==> src/rtl/irq_route_pkg.sv <==
package irq_route_pkg;
  localparam int unsigned ENTRY_W = 64;
  localparam logic [63:0] ENTRY_RST = 64'h0000_0000_0001_0000;
  localparam logic [31:0] LO_WMASK = 32'hFFFF_AFFF;
  localparam int unsigned BIT_PEND = 12;
  localparam int unsigned BIT_ACK = 14;
  localparam logic [7:0] OFF_SEL = 8'h00;
  localparam logic [7:0] OFF_WIN = 8'h10;
  localparam logic [7:0] IDX_ID = 8'h00;
  localparam logic [7:0] IDX_VER = 8'h01;
  localparam logic [7:0] IDX_ARB = 8'h02;
  localparam logic [7:0] IDX_WIN_BASE = 8'h10;

  typedef enum logic [2:0] {
    TGT_NONE,
    TGT_ID,
    TGT_VER,
    TGT_ARB,
    TGT_ENT
  } tgt_e;
endpackage

==> src/rtl/irq_route_decode.sv <==
module irq_route_decode
  import irq_route_pkg::*;
#(
  parameter int unsigned NUM_ENT = 24,
  localparam int unsigned IDX_W = $clog2(NUM_ENT)
) (
  input  logic [7:0]       sel_idx,
  output tgt_e             tgt,
  output logic [IDX_W-1:0] ent_num,
  output logic             ent_hi
);
  localparam int unsigned WIN_LAST = 16 + 2 * NUM_ENT - 1;

  logic [7:0] win_off;

  assign win_off = sel_idx - IDX_WIN_BASE;
  assign ent_hi  = sel_idx[0];

  always_comb begin
    tgt     = TGT_NONE;
    ent_num = '0;
    if (sel_idx == IDX_ID) begin
      tgt = TGT_ID;
    end else if (sel_idx == IDX_VER) begin
      tgt = TGT_VER;
    end else if (sel_idx == IDX_ARB) begin
      tgt = TGT_ARB;
    end else if (sel_idx >= IDX_WIN_BASE && 32'(sel_idx) <= WIN_LAST) begin
      tgt     = TGT_ENT;
      ent_num = win_off[IDX_W:1];
    end
  end
endmodule

==> src/rtl/irq_route_entry.sv <==
module irq_route_entry
  import irq_route_pkg::*;
(
  input  logic        clk,
  input  logic        rst_n,
  input  logic        sw_we_lo,
  input  logic        sw_we_hi,
  input  logic [31:0] sw_wdata,
  input  logic        hw_ack_we,
  input  logic        hw_ack_val,
  input  logic        hw_pend_we,
  input  logic        hw_pend_val,
  output logic [63:0] q
);
  logic [63:0] nxt;

  always_comb begin
    nxt = q;
    if (sw_we_hi) nxt[63:32] = sw_wdata;
    if (sw_we_lo) nxt[31:0] = (q[31:0] & ~LO_WMASK) | (sw_wdata & LO_WMASK);
    if (hw_ack_we) nxt[BIT_ACK] = hw_ack_val;
    if (hw_pend_we) nxt[BIT_PEND] = hw_pend_val;
  end

  always_ff @(posedge clk) begin
    if (!rst_n) q <= ENTRY_RST;
    else        q <= nxt;
  end
endmodule

==> src/rtl/irq_route_rsp.sv <==
module irq_route_rsp (
  input  logic        clk,
  input  logic        rst_n,
  input  logic        load,
  input  logic [31:0] ld_data,
  input  logic        ld_err,
  input  logic        rsp_ready,
  output logic        rsp_valid,
  output logic [31:0] rsp_data,
  output logic        rsp_err
);
  always_ff @(posedge clk) begin
    if (!rst_n) begin
      rsp_valid <= 1'b0;
      rsp_data  <= '0;
      rsp_err   <= 1'b0;
    end else if (load) begin
      rsp_valid <= 1'b1;
      rsp_data  <= ld_data;
      rsp_err   <= ld_err;
    end else if (rsp_ready) begin
      rsp_valid <= 1'b0;
    end
  end
endmodule

==> src/rtl/irq_route_regs.sv <==
module irq_route_regs
  import irq_route_pkg::*;
#(
  parameter int unsigned NUM_ENT  = 24,
  parameter logic [7:0]  VER_CODE = 8'h11,
  localparam int unsigned IDX_W = $clog2(NUM_ENT)
) (
  input  logic                    clk,
  input  logic                    rst_n,
  input  logic                    req_valid,
  output logic                    req_ready,
  input  logic                    req_write,
  input  logic [7:0]              req_offset,
  input  logic [2:0]              req_size,
  input  logic [31:0]             req_wdata,
  output logic                    rsp_valid,
  input  logic                    rsp_ready,
  output logic [31:0]             rsp_data,
  output logic                    rsp_err,
  input  logic                    hw_upd_valid,
  input  logic [IDX_W-1:0]        hw_upd_entry,
  input  logic                    hw_irr_we,
  input  logic                    hw_irr_val,
  input  logic                    hw_ds_we,
  input  logic                    hw_ds_val,
  output logic [NUM_ENT*64-1:0]   entries_o,
  output logic [NUM_ENT-1:0]      used_o,
  output logic                    upd_strobe,
  output logic [IDX_W-1:0]        upd_entry
);
  localparam logic [31:0] VER_WORD = {8'h00, 8'(NUM_ENT - 1), 8'h00, VER_CODE};

  logic [31:0]      sel_q;
  logic [3:0]       id_q;
  logic [63:0]      ent_q [NUM_ENT];
  tgt_e             tgt;
  logic [IDX_W-1:0] ent_num;
  logic             ent_hi;
  logic             acc, size_ok, at_sel, at_win;
  logic             wr_sel, wr_win, wr_ent;
  logic [31:0]      rd_word;
  logic             rd_bad;

  assign req_ready = ~rsp_valid;
  assign acc       = req_valid & req_ready;
  assign size_ok   = (req_size == 3'd4);
  assign at_sel    = (req_offset == OFF_SEL);
  assign at_win    = (req_offset == OFF_WIN);
  assign wr_sel    = acc & req_write & size_ok & at_sel;
  assign wr_win    = acc & req_write & size_ok & at_win;
  assign wr_ent    = wr_win & (tgt == TGT_ENT);

  irq_route_decode #(.NUM_ENT(NUM_ENT)) u_dec (
    .sel_idx (sel_q[7:0]),
    .tgt     (tgt),
    .ent_num (ent_num),
    .ent_hi  (ent_hi)
  );

  always_ff @(posedge clk) begin
    if (!rst_n) begin
      sel_q      <= '0;
      id_q       <= '0;
      used_o     <= '0;
      upd_strobe <= 1'b0;
      upd_entry  <= '0;
    end else begin
      if (wr_sel) sel_q <= req_wdata;
      if (wr_win && tgt == TGT_ID) id_q <= req_wdata[27:24];
      upd_strobe <= wr_ent;
      if (wr_ent) begin
        upd_entry       <= ent_num;
        used_o[ent_num] <= 1'b1;
      end
    end
  end

  for (genvar i = 0; i < NUM_ENT; i++) begin : g_ent
    logic hit_hw;
    logic hit_sw;
    assign hit_hw = hw_upd_valid & (hw_upd_entry == IDX_W'(i));
    assign hit_sw = wr_ent & (ent_num == IDX_W'(i));

    irq_route_entry u_ent (
      .clk         (clk),
      .rst_n       (rst_n),
      .sw_we_lo    (hit_sw & ~ent_hi),
      .sw_we_hi    (hit_sw & ent_hi),
      .sw_wdata    (req_wdata),
      .hw_ack_we   (hit_hw & hw_irr_we),
      .hw_ack_val  (hw_irr_val),
      .hw_pend_we  (hit_hw & hw_ds_we),
      .hw_pend_val (hw_ds_val),
      .q           (ent_q[i])
    );
    assign entries_o[i*64 +: 64] = ent_q[i];
  end

  always_comb begin
    rd_word = '0;
    rd_bad  = ~size_ok | ~(at_sel | at_win);
    if (!rd_bad) begin
      if (at_sel) begin
        rd_word = sel_q;
      end else begin
        unique case (tgt)
          TGT_ID, TGT_ARB: rd_word = {4'h0, id_q, 24'h0};
          TGT_VER:         rd_word = VER_WORD;
          TGT_ENT:         rd_word = ent_hi ? ent_q[ent_num][63:32] : ent_q[ent_num][31:0];
          default:         rd_word = '0;
        endcase
      end
    end
  end

  irq_route_rsp u_rsp (
    .clk       (clk),
    .rst_n     (rst_n),
    .load      (acc & ~req_write),
    .ld_data   (rd_word),
    .ld_err    (rd_bad),
    .rsp_ready (rsp_ready),
    .rsp_valid (rsp_valid),
    .rsp_data  (rsp_data),
    .rsp_err   (rsp_err)
  );
endmodule

==> config.mk <==
export PLATFORM = sky130hd
export DESIGN_NAME = irq_route_regs
export DESIGN_NICKNAME = d
export VERILOG_FILES = /design/src/rtl/irq_route_pkg.sv /design/src/rtl/irq_route_decode.sv /design/src/rtl/irq_route_entry.sv /design/src/rtl/irq_route_rsp.sv /design/src/rtl/irq_route_regs.sv
export SDC_FILE = /design/constraint.sdc
export NUM_CORES = 2
export LEC_CHECK = 0
export ABC_AREA = 1
export ABC_CLOCK_PERIOD_IN_PS = 3030
export BUFFER_PORTS_ARGS = -buffer_cell sky130_fd_sc_hd__buf_2
export CAP_MARGIN = 20
export CELL_PAD_IN_SITES_DETAIL_PLACEMENT = 0
export CELL_PAD_IN_SITES_GLOBAL_PLACEMENT = 1
export CORE_AREA = 2 2 655 657
export CTS_CLUSTER_DIAMETER = 120
export DETAILED_ROUTE_END_ITERATION = 16
export DIE_AREA = 0 0 657 659
export HOLD_SLACK_MARGIN = 0.05
export PLACE_DENSITY = 0.44
export SYNTH_ARGS = -nofsm -noshare
export SYNTH_HDL_FRONTEND = slang
export SYNTH_SLANG_ARGS = --single-unit
export TNS_END_PERCENT = 100
==> constraint.sdc <==
create_clock -name clk -period 3.03 [get_ports clk]
set_input_delay 0.1515 -clock clk [delete_from_list [all_inputs] [get_ports clk]]
set_output_delay 0.1515 -clock clk [all_outputs]
set_load 0.02 [all_outputs]
==> flow_metrics.py <==
metrics = {
    "run_status": {
        "status": "complete, but fails checks",
        "violations": "setup timing",
    },
    "clocking": {
        "cts_max_level": 4,
        "root_buffer": "clkbuf_16",
        "insertion_delay_ns": 0.97,
        "path_clk_slew_ns": 0.06,
        "cts-buffers-inserted": 219,
        "clockBufferDepth": 4,
        "cts_tree": "built",
        "clock-sinks": 1636,
    },
    "synthesis": {
        "synth_cell_types": 46,
        "synth-main-ff-cell": "dfxtp_1",
        "yosys_warnings": 0,
        "synth_seq_cells": 1636,
        "syn_area_um2": 68100,
        "synth_edf_count": 0,
        "synth.avg_cell_area_um2": 7.61,
        "async_flop_share_pct": 0,
        "synth_nets": 9013,
        "synth_seq_area_share_pct": 48.1,
        "synthCells": 8954,
    },
    "timing": {
        "slew_headroom_pct": 21.8,
        "period_share_pct": 104,
        "slew_viol_final": 0,
        "hold_violations": 0,
        "finalCriticalPeriod_ns": 3.15,
        "setup_viol": 5,
        "fin_hold_ws_ns": 0.200,
        "fmax_mhz": 317,
        "grt_setup_unrepaired": "true",
        "layout_setup_ws_ns": -0.122,
        "worst_pin_slew_ns": 1.17,
        "fin_skew_ns": 0.0949,
    },
    "cells_and_area": {
        "postLayoutCellArea_um2": 102000,
        "drive_gt1_share_pct": 31.9,
        "fin_nets": 11100,
        "areaGrowthSynthToFinish_pct": 49.9,
        "fin_cells": 17000,
    },
    "die": {
        "std_cell_rows": 240,
        "io_pins": 1659,
        "coreArea_um2": 426000,
        "initial_core_util_pct": 16.0,
        "dieWidth_um": 657,
        "die_y_um": 659,
        "die_area_um2": 433000,
    },
    "pwr": {
        "power_leakage_uw": 0.0446,
        "ir_drop_v": 0.000506,
        "total_power_uw": 51600,
        "powerDensity_nw_per_um2": 506,
    },
    "placed_design": {
        "dp.final_hpwl_um": 509000,
        "gp_congestion": 0.909,
        "pre_cts_ws_ns": -0.753,
        "port_buffers": 1658,
        "dpl.cell_count": 16400,
        "post_dp_cell_area_um2": 90500,
    },
    "setup_path": {
        "cpMaxStageDelayCell": "o211ai_1",
        "crit_chain": "inv_2 -> ha_4 -> inv_8 -> nand4_4 -> buf_12 -> buf_16 -> buf_6 -> or2_2 -> o211ai_1 -> o211ai_1 -> nand3b_1 -> nand2_1 -> nand3_1 -> nand2_1 -> nand2_1 -> a21oi_2",
        "max_stage_delay_ns": 0.88,
        "critPathTopFamily": "compound AO/OA/AOI/OAI gates",
        "required_ns": 3.91,
        "crit_type": "register to register",
        "cp_common_cell": "nand2_1",
        "cp_num_buf_inv": 5,
        "worst_ep_arrival_time_ns": 4.03,
        "worstSetupStartpointType": "register",
        "end_kind": "register",
        "crit_fanout": 11,
    },
    "global_routing": {
        "grt_pass1_wl_um": 831000,
        "grt_max_degree": 143,
        "grt_pass1_vias": 75600,
        "antenna_found_initial": 79,
        "gr-total-overflow": 0,
        "track_usage_pct": 29.0,
    },
    "detailed_routing": {
        "vias": 81000,
        "antenna_left": 0,
        "drt_iter0_drc": 8992,
        "drc": 0,
        "routedWlPerCell_um": 39.2,
        "first_pass_iters": 7,
        "drt-vias-per-instance": 4.76,
        "routed_wl_um": 666000,
    },
    "job": {
        "maxCapViolCount": 0,
    },
    "min_path": {
        "hp-class": "input pin to register",
    },
}
==> layer usage <==
metal | GRT usage [%] | vias up | routed length [um]
li1 | - | 35200 | -
met1 | 35.6 | 40700 | 270000
met2 | 48.7 | 4154 | 312000
met3 | 5.80 | 899 | 46000
met4 | 13.6 | 6 | 38100
met5 | 0 | - | 38
==> Yosys cell counts (2+ instances only) <==
cell | count | area, um^2
or2_2 | 147 | 920
buf_1 | 14 | 52.6
nand3_1 | 215 | 1080
nor2_4 | 12 | 135
nand4_1 | 77 | 482
or2_0 | 15 | 93.8
or2_1 | 16 | 100
nand3b_1 | 25 | 188
o21ai_1 | 31 | 155
buf_2 | 211 | 1060
nand4_4 | 3 | 63.8
o2111ai_1 | 100 | 876
buf_6 | 6 | 67.6
dfxtp_1 | 1636 | 32800
o21a_1 | 10 | 75.1
nand2_1 | 708 | 2660
inv_1 | 532 | 2000
o21ai_0 | 1417 | 7090
o22ai_1 | 183 | 1140
nor4_1 | 2 | 12.5
clkinv_1 | 27 | 101
nor3_1 | 8 | 40.0
nor3_2 | 3 | 30.0
nand2_2 | 3 | 18.8
nor2_2 | 24 | 150
and2_1 | 2 | 12.5
o211ai_1 | 99 | 743
a21oi_1 | 1538 | 7700
inv_2 | 45 | 169
o22a_1 | 11 | 96.3
buf_4 | 35 | 263
a211oi_1 | 244 | 1830
clkbuf_1 | 595 | 2230
o221ai_1 | 8 | 70.1
clkbuf_2 | 4 | 20.0
nor2_1 | 938 | 3520
==> worst reg2reg max path, cell delays in order (launching register included) <==
cell and delay (ns):
dfxtp_2 0.33, inv_2 0.09, ha_4 0.19, inv_8 0.06, nand4_4 0.12, buf_12 0.18, buf_16 0.22, buf_6 0.23
or2_2 0.12, o211ai_1 0.09, o211ai_1 0.88, nand3b_1 0.18, nand2_1 0.12, nand3_1 0.08, nand2_1 0.07, nand2_1 0.06
a21oi_2 0.11
==> cell type report <==
cell class | count | area (um^2)
flip-flops and latches | 1636 | 32800
inverters | 604 | 2360
multi-input cells | 5849 | 31000
repair buffers | 2759 | 21200
clock buffers | 311 | 6310
clock inverters | 86 | 1160
well taps | 5687 | 7120
fillers | 47100 | 324000
diodes | 72 | 180
==> power breakdown <==
| group | leakage (uW) | total [uW] | internal (uW) | switching (uW) |
|---|---|---|---|---|
| Sequential | 0.0132 | 21500 | 21500 | 5.65 |
| Clock | 0.00365 | 27900 | 16200 | 11700 |
| Combinational | 0.0278 | 2210 | 356 | 1850 |
==> cell usage in the layout, fill, tap and decap left out, types with 99 or more instances in the layout <==
cell type / Yosys / layout
o21ai_0: 1417 / 1371
clkbuf_16: 0 / 243
a21oi_1: 1538 / 1516
buf_2: 211 / 1642
o211ai_1: 99 / 99
nand2_1: 708 / 646
buf_4: 35 / 692
o22ai_1: 183 / 167
nor2_1: 938 / 883
nand3_1: 215 / 147
or2_2: 147 / 143
a211oi_1: 244 / 244
dfxtp_1: 1636 / 1630
inv_1: 532 / 523
buf_12: 0 / 269
==> metrics by stage <==
step	utilization, %	setup TNS [ns]
floorplan	-	0
global placement	21.2	-96.18
detailed placement	21.2	-82.05
CTS	23.6	-0.555
global route	24.0	-0.846
finish	24.0	-0.337
==> timing repair <==
| action | in CTS | in global routing |
|---|---|---|
| pin swaps | 38 | 66 |
| buffers inserted | 46 | 43 |
| hold buffers | 70 | 0 |
| resized for setup | 236 | 242 |
| endpoints found under the hold margin | 1040 | 0 |
| gates cloned | 12 | 19 |
| endpoints found under the setup margin | 692 | 450 |
==> kinds of logic (layout without fill, tap and decap cells) <==
group           Yosys count  after routing  share of synthesized area [%]
compound gates         3644           3644                           29.1
simple gates           2204           2204                           14.1
flops                  1636           1636                           48.1
buf+inv                1469           3760                           8.75
fa+ha+maj                 1              1                         0.0184
other cells               0             72                              0
==> final timing paths <==
| check | startpoint | end | slack (ns) | depth (start not counted) |
|---|---|---|---|---|
| worst max register to register | sel_q[4] | u_rsp.rsp_data[4] | -0.12 | 16 |
| worst min register to register | used_o[13] | used_o[13] | 0.45 | 2 |
| worst min-delay path | req_offset[6] | used_o[18] | 0.20 | 10 |
| worst max-delay path | sel_q[4] | u_rsp.rsp_data[4] | -0.12 | 16 |
==> state kept, by name, indices dropped and copies added, names as in the netlist <==
| register | flops |
|---|---|
| id_q | 4 |
| used_o | 24 |
| u_rsp.rsp_valid | 1 |
| u_rsp.rsp_err | 1 |
| sel_q | 32 |
| upd_entry | 5 |
| u_rsp.rsp_data | 32 |
| upd_strobe | 1 |
| g_ent.u_ent.q | 1536 |
Note: power is estimated with default switching activity, not from simulation.
